==> src/rtl/netstat_pkg.sv <==
package netstat_pkg;

  localparam int CNT_W  = 16;
  localparam int DATA_W = 16;
  localparam int ADDR_W = 2;

  // register addresses
  localparam logic [ADDR_W-1:0] ADDR_STAT = 2'd0;
  localparam logic [ADDR_W-1:0] ADDR_MISS = 2'd1;
  localparam logic [ADDR_W-1:0] ADDR_COLL = 2'd2;

  // status register bit positions
  localparam int BIT_HALT     = 0;
  localparam int BIT_COLL_OVF = 5;
  localparam int BIT_MISS_OVF = 9;
  localparam int BIT_TEST_EN  = 15;

  // compose the status word from its fields
  function automatic logic [DATA_W-1:0] pack_status(input logic halt,
                                                    input logic coll_ovf,
                                                    input logic miss_ovf,
                                                    input logic test_en);
    logic [DATA_W-1:0] w;
    w = '0;
    w[BIT_HALT]     = halt;
    w[BIT_COLL_OVF] = coll_ovf;
    w[BIT_MISS_OVF] = miss_ovf;
    w[BIT_TEST_EN]  = test_en;
    return w;
  endfunction

endpackage

==> src/rtl/netstat_counter.sv <==
module netstat_counter #(
  parameter int W = 16
) (
  input  logic         clk,
  input  logic         rst,
  input  logic         clr,
  input  logic         evt,
  input  logic         tst,
  output logic [W-1:0] cnt_o,
  output logic         wrap_o
);

  // sum of the count and a step of 0..2, with the carry in the top bit
  function automatic logic [W:0] step(input logic [W-1:0] v, input logic [1:0] n);
    return {1'b0, v} + (W+1)'(n);
  endfunction

  logic [W-1:0] cnt_q;
  logic [1:0]   inc;
  logic [W:0]   nxt;
  logic         advance;

  assign inc     = {1'b0, evt} + {1'b0, tst};
  assign nxt     = step(cnt_q, inc);
  assign advance = !clr && (inc != 2'd0);
  assign wrap_o  = advance && nxt[W];

  always_ff @(posedge clk) begin
    if (rst || clr) cnt_q <= '0;
    else if (advance) cnt_q <= nxt[W-1:0];
  end

  assign cnt_o = cnt_q;


  clr_zero_chk: assert property (@(posedge clk) disable iff (rst)
    clr |=> (cnt_o == '0));


  idle_hold_chk: assert property (@(posedge clk) disable iff (rst)
    (!clr && !evt && !tst) |=> $stable(cnt_o));


  wrap_low_chk: assert property (@(posedge clk) disable iff (rst)
    wrap_o |=> (cnt_o < W'(2)));

endmodule

==> src/rtl/netstat_ctrl.sv <==
module netstat_ctrl (
  input  logic clk,
  input  logic rst,
  input  logic stat_we,
  input  logic wd_halt,
  input  logic wd_test_en,
  input  logic wd_miss_clr,
  input  logic wd_coll_clr,
  input  logic miss_wrap,
  input  logic coll_wrap,
  output logic halt_o,
  output logic test_en_o,
  output logic miss_ovf_o,
  output logic coll_ovf_o
);

  logic halt_q, test_q, miss_q, coll_q;
  logic miss_w1c, coll_w1c;

  assign miss_w1c = stat_we && wd_miss_clr;
  assign coll_w1c = stat_we && wd_coll_clr;

  always_ff @(posedge clk) begin
    if (rst) begin
      halt_q <= 1'b0;
      test_q <= 1'b0;
    end else if (stat_we) begin
      halt_q <= wd_halt;
      test_q <= wd_test_en;
    end
  end

  // sticky flags: a new wrap wins over a clearing write in the same cycle
  always_ff @(posedge clk) begin
    if (rst || halt_q) begin
      miss_q <= 1'b0;
      coll_q <= 1'b0;
    end else begin
      if (miss_wrap) miss_q <= 1'b1;
      else if (miss_w1c) miss_q <= 1'b0;
      if (coll_wrap) coll_q <= 1'b1;
      else if (coll_w1c) coll_q <= 1'b0;
    end
  end

  assign halt_o     = halt_q;
  assign test_en_o  = test_q;
  assign miss_ovf_o = miss_q;
  assign coll_ovf_o = coll_q;


  miss_flag_set_chk: assert property (@(posedge clk) disable iff (rst)
    (miss_wrap && !halt_o) |=> miss_ovf_o);


  coll_flag_set_chk: assert property (@(posedge clk) disable iff (rst)
    (coll_wrap && !halt_o) |=> coll_ovf_o);


  miss_sticky_chk: assert property (@(posedge clk) disable iff (rst)
    (miss_ovf_o && !halt_o && !miss_w1c) |=> miss_ovf_o);


  coll_sticky_chk: assert property (@(posedge clk) disable iff (rst)
    (coll_ovf_o && !halt_o && !coll_w1c) |=> coll_ovf_o);


  halt_flag_chk: assert property (@(posedge clk) disable iff (rst)
    halt_o |=> (!miss_ovf_o && !coll_ovf_o));

endmodule

==> src/rtl/netstat_counters.sv <==
module netstat_counters
  import netstat_pkg::*;
(
  input  logic              clk,
  input  logic              rst,
  input  logic              miss_evt,
  input  logic              coll_evt,
  input  logic [ADDR_W-1:0] reg_addr,
  input  logic              reg_we,
  input  logic [DATA_W-1:0] reg_wdata,
  output logic [DATA_W-1:0] reg_rdata
);

  logic halt, test_en, miss_ovf, coll_ovf;
  logic stat_we, miss_tst, coll_tst;
  logic miss_wrap, coll_wrap;
  logic [CNT_W-1:0] miss_cnt, coll_cnt;
  logic [DATA_W-1:0] wdata_unused;

  // named write decodes
  assign stat_we  = reg_we && (reg_addr == ADDR_STAT);
  assign miss_tst = reg_we && (reg_addr == ADDR_MISS) && test_en;
  assign coll_tst = reg_we && (reg_addr == ADDR_COLL) && test_en;

  // counter writes discard their data; only four status bits are stored
  assign wdata_unused = reg_wdata;

  netstat_ctrl u_ctrl (
    .clk         (clk),
    .rst         (rst),
    .stat_we     (stat_we),
    .wd_halt     (reg_wdata[BIT_HALT]),
    .wd_test_en  (reg_wdata[BIT_TEST_EN]),
    .wd_miss_clr (reg_wdata[BIT_MISS_OVF]),
    .wd_coll_clr (reg_wdata[BIT_COLL_OVF]),
    .miss_wrap   (miss_wrap),
    .coll_wrap   (coll_wrap),
    .halt_o      (halt),
    .test_en_o   (test_en),
    .miss_ovf_o  (miss_ovf),
    .coll_ovf_o  (coll_ovf)
  );

  netstat_counter #(.W(CNT_W)) u_miss (
    .clk    (clk),
    .rst    (rst),
    .clr    (halt),
    .evt    (miss_evt),
    .tst    (miss_tst),
    .cnt_o  (miss_cnt),
    .wrap_o (miss_wrap)
  );

  netstat_counter #(.W(CNT_W)) u_coll (
    .clk    (clk),
    .rst    (rst),
    .clr    (halt),
    .evt    (coll_evt),
    .tst    (coll_tst),
    .cnt_o  (coll_cnt),
    .wrap_o (coll_wrap)
  );

  always_comb begin
    case (reg_addr)
      ADDR_STAT: reg_rdata = pack_status(halt, coll_ovf, miss_ovf, test_en);
      ADDR_MISS: reg_rdata = DATA_W'(miss_cnt);
      ADDR_COLL: reg_rdata = DATA_W'(coll_cnt);
      default:   reg_rdata = '0;
    endcase
  end


  miss_wr_gate_chk: assert property (@(posedge clk) disable iff (rst)
    (reg_we && reg_addr == ADDR_MISS && !test_en && !miss_evt && !halt)
      |=> $stable(miss_cnt));


  coll_wr_gate_chk: assert property (@(posedge clk) disable iff (rst)
    (reg_we && reg_addr == ADDR_COLL && !test_en && !coll_evt && !halt)
      |=> $stable(coll_cnt));


  miss_isolated_chk: assert property (@(posedge clk) disable iff (rst)
    (!miss_evt && !miss_tst && !halt) |=> $stable(miss_cnt));


  coll_isolated_chk: assert property (@(posedge clk) disable iff (rst)
    (!coll_evt && !coll_tst && !halt) |=> $stable(coll_cnt));

endmodule

==> config.mk <==
export PLATFORM = sky130hd
export DESIGN_NAME = netstat_counters
export DESIGN_NICKNAME = d
export VERILOG_FILES = /design/src/rtl/netstat_pkg.sv /design/src/rtl/netstat_counter.sv /design/src/rtl/netstat_ctrl.sv /design/src/rtl/netstat_counters.sv
export SDC_FILE = /design/constraint.sdc
export NUM_CORES = 1
export LEC_CHECK = 0
export BUFFER_PORTS_ARGS = -buffer_cell sky130_fd_sc_hd__buf_4
export CORE_MARGIN = 8
export CORE_UTILIZATION = 49
export DETAILED_ROUTE_END_ITERATION = 6
export PLACE_DENSITY = 0.76
export SLEW_MARGIN = 20
export SYNTH_ARGS = -nofsm -noshare
export SYNTH_HDL_FRONTEND = slang
export SYNTH_SLANG_ARGS = --single-unit
==> constraint.sdc <==
create_clock -name clk -period 3.7 [get_ports clk]
set_clock_uncertainty 0.1 [all_clocks]
set_input_delay 0.185 -clock clk [delete_from_list [all_inputs] [get_ports clk]]
set_output_delay 0.185 -clock clk [all_outputs]
set_load 0.02 [all_outputs]
==> impl_metrics.csv <==
group,metric,value,unit
worst_setup_path,worstPathArrival,3.06,ns
worst_setup_path,criticalPathCategory,"reg -> reg",
worst_setup_path,cp-endpoint,"u_coll.cnt_o[14]",
synthesis,yosys.cell_types.count,36,
worst_setup_path,crit_family,"simple AND/OR/NAND/NOR gates",
power,switchingPower,0.177,mW
cts,cts_setup_buffers,0,
grt,grt-ovfl-total,0,
timing,finalSetupViolCount,0,
routing,wl,4460,um
cts,clkLatencyLatePin,0.29,ns
placement,placed_cells,311,
placement,place_congestion,0.826,
grt,grt_max_degree,34,
worst_setup_path,required,3.78,ns
synthesis,netlist_area,2020,um^2
worst_setup_path,cp-startpoint,"u_ctrl.test_en_o",
timing,max_freq,335,MHz
floorplanning,pin_count,39,
power,internal-power,0.564,mW
floorplanning,fp.dieH,80.1,um
power,p_per_area,315,nW/um^2
routing,wl_per_cell,13.9,um
worst_setup_path,r2r_start,"u_ctrl.test_en_o",
placement,io_buffers,26,
timing,timing.final.crit_share,80.7,%
worst_setup_path,r2r_end,"u_coll.cnt_o[14]",
finish,final_common_cell,"dfxtp_1",
synthesis,synthArstFlopShare,0,%
power,seqPwrFrac,53.4,%
worst_setup_path,cp-start-kind,"register",
grt,track_usage,15.1,%
floorplanning,core,3970,um^2
synthesis,yosysSeqAreaShare,35.8,%
power,pwr-share-clk,39.0,%
worst_setup_path,cp_cell_sequence,"nand3_1, ha_1, ha_1, inv_1, fa_1, or4b_2, nor4_1, xnor2_1, nor2_1",
timing,finalMaxSlewViolations,0,
finish,final_cell_mix,"36 x dfxtp_1, 35 x nor2_1, 29 x buf_4",
cts,h-tree-depth,2,
power,p_leak,0.864,nW
finish,finalNetCount,302,
grt,grt_pass1_vias,1647,
timing,relSlewSlack,44.2,%
cts,clockBufferDepth,2,
worst_setup_path,crit_path_end_kind,"register",
timing,rsz0062_at_grt,"no",
finish,area_growth,16.5,%
routing,drt_iter0_drc,78,
placement,dp_hpwl,3300,um
cts,clk_pin_slew,0.07,ns
routing,drtAntennaViolNets,0,
floorplanning,die_x,80.1,um
synthesis,syn_area_per_cell,8.29,um^2
power,p_comb_share,7.6,%
synthesis,synth-seq-cells,36,
synthesis,synth_edf_count,0,
timing,hold_violations,0,
power,total_power,0.741,mW
synthesis,synth_flop_cell,"dfxtp_1",
worst_setup_path,worstRegToRegCells,9,
hold_path,hp-class,"in -> reg",
routing,first_pass_iters,4,
floorplanning,fp-row-count,23,
worst_setup_path,cp.buffers_inverters,1,
routing,via_per_inst,5.42,
floorplanning,dieArea,6420,um^2
cts,clock-sinks,36,
routing,drc,0,
synthesis,synthCells,243,
routing,via_count,1735,
worst_setup_path,crit_fanout,5,
worst_setup_path,cpPeakStageDelay,0.74,ns
finish,fin_cells,320,
cts,cts_tree,"built",
synthesis,syn_nets,276,
timing,fin_crit,2.99,ns
grt,antenna_found_initial,0,
worst_setup_path,cpMostUsedCell,"ha_1",
power,swShare,23.9,%
timing,fin_tns_setup,0,ns
grt,grt_pass1_wl,7730,um
power,worst_ir_drop_vdd,0.153,mV
worst_setup_path,r2r_setup_slack,0.71,ns
cts,cts_buffers,5,
finish,diodes,0,
run,drv_cap,0,
worst_setup_path,path_depth,9,
cts,root_buffer,"clkbuf_8",
timing,worst_pin_slew,0.836,ns
floorplanning,initial_utilization,50.8,%
worst_setup_path,slowest_stage,"or4b_2",
finish,drive_gt1_share,16.3,%
synthesis,yosys_warnings,0,
run_status,outcome,"complete, no violations",
timing,holdWs,0.0247,ns
==> worst reg2reg max path: stages, from the launching register on <==
cell and delay, ns:
dfxtp_1 0.42, nand3_1 0.14, ha_1 0.30, ha_1 0.16, inv_1 0.06, fa_1 0.40, or4b_2 0.74, nor4_1 0.35
xnor2_1 0.16, nor2_1 0.05
==> worst min-delay path by stage <==
stage                            start       endpoint  slack (ns)  depth (start not counted)
after CTS                 reg_wdata[0]  u_ctrl.halt_o        0.02                          3
after global routing      reg_wdata[0]  u_ctrl.halt_o        0.05                          3
final                     reg_wdata[0]  u_ctrl.halt_o        0.02                          3
after floorplan                    rst  u_ctrl.halt_o        0.16                          1
after detailed placement           rst  u_ctrl.halt_o        0.28                          2
after global placement             rst  u_ctrl.halt_o        0.28                          2
==> cell usage after synthesis (all sizes together) (7+ instances only) <==
cell	n	area share, %
dfxtp	36	36
nor2	35	6.5
nand2	22	4.1
inv	15	2.8
a22o	12	5.2
o21ai	12	3.0
xnor2	12	5.2
a21oi	11	2.7
clkbuf	10	1.9
ha	8	5.0
mux2i	8	4.0
nand3	8	2.0
nand4	7	2.2
nor3	7	1.7
==> cell type report <==
class	count	area, um^2
Sequential cell	36	721
Fill cell	364	1620
Clock buffer	6	82.6
Clock inverter	2	10.0
Timing Repair Buffer	30	228
Inverter	15	56.3
Tap cell	50	62.6
Multi-Input combinational cell	181	1190
==> per-layer routing <==
layer | GRT usage (%) | part of all wire [%] | up-vias
li1 | - | - | 898
met1 | 18.7 | 46 | 799
met2 | 24.7 | 48 | 31
met3 | 4.69 | 4.2 | 7
met4 | 4.36 | 1.1 | 0
met5 | 0 | 0 | -
==> power by group through the flow <==
stage | clock network (mW) | logic [mW] | registers (mW)
final | 0.289 | 0.0562 | 0.395
after global routing | 0.319 | 0.0627 | 0.396
after CTS | 0.298 | 0.0565 | 0.395
after detailed placement | 0 | 0.0555 | 0.404
after global placement | 0 | 0.0543 | 0.404
after floorplan | 0 | 0.0365 | 0.403
==> registers in the layout (all words and copies together), names as in the netlist <==
| register | flops |
|---|---|
| u_coll.cnt_o | 16 |
| u_miss.cnt_o | 16 |
| u_ctrl.coll_ovf_o | 1 |
| u_ctrl.halt_o | 1 |
| u_ctrl.miss_ovf_o | 1 |
| u_ctrl.test_en_o | 1 |
==> logic make-up after synthesis <==
group / Yosys count / share of synthesized area, %
muxes: 8 / 3.97
and+or+nand+nor: 105 / 27.3
DFF: 36 / 35.8
AOI/OAI and AO/OA: 41 / 13.3
buffers and inverters: 26 / 5.28
xor gates and xnor gates: 17 / 7.39
adders and majority gates: 10 / 6.95
==> per-stage QoR <==
step	cell area (um^2)	utilization, %	setup slack, ns
final	2350	59.1	0.714
after CTS	2350	59.1	0.692
after global routing	2350	59.1	0.559
after global placement	2250	56.6	0.681
after detailed placement	2250	56.6	0.599
after floorplan	2020	-	0.280
==> what timing repair did <==
| item | in CTS | in global routing |
|---|---|---|
| resized for setup | 0 | 0 |
| hold endpoints to repair | 2 | 0 |
| hold buffers | 1 | 0 |
No activity file was read; power rests on OpenSTA's default activity.
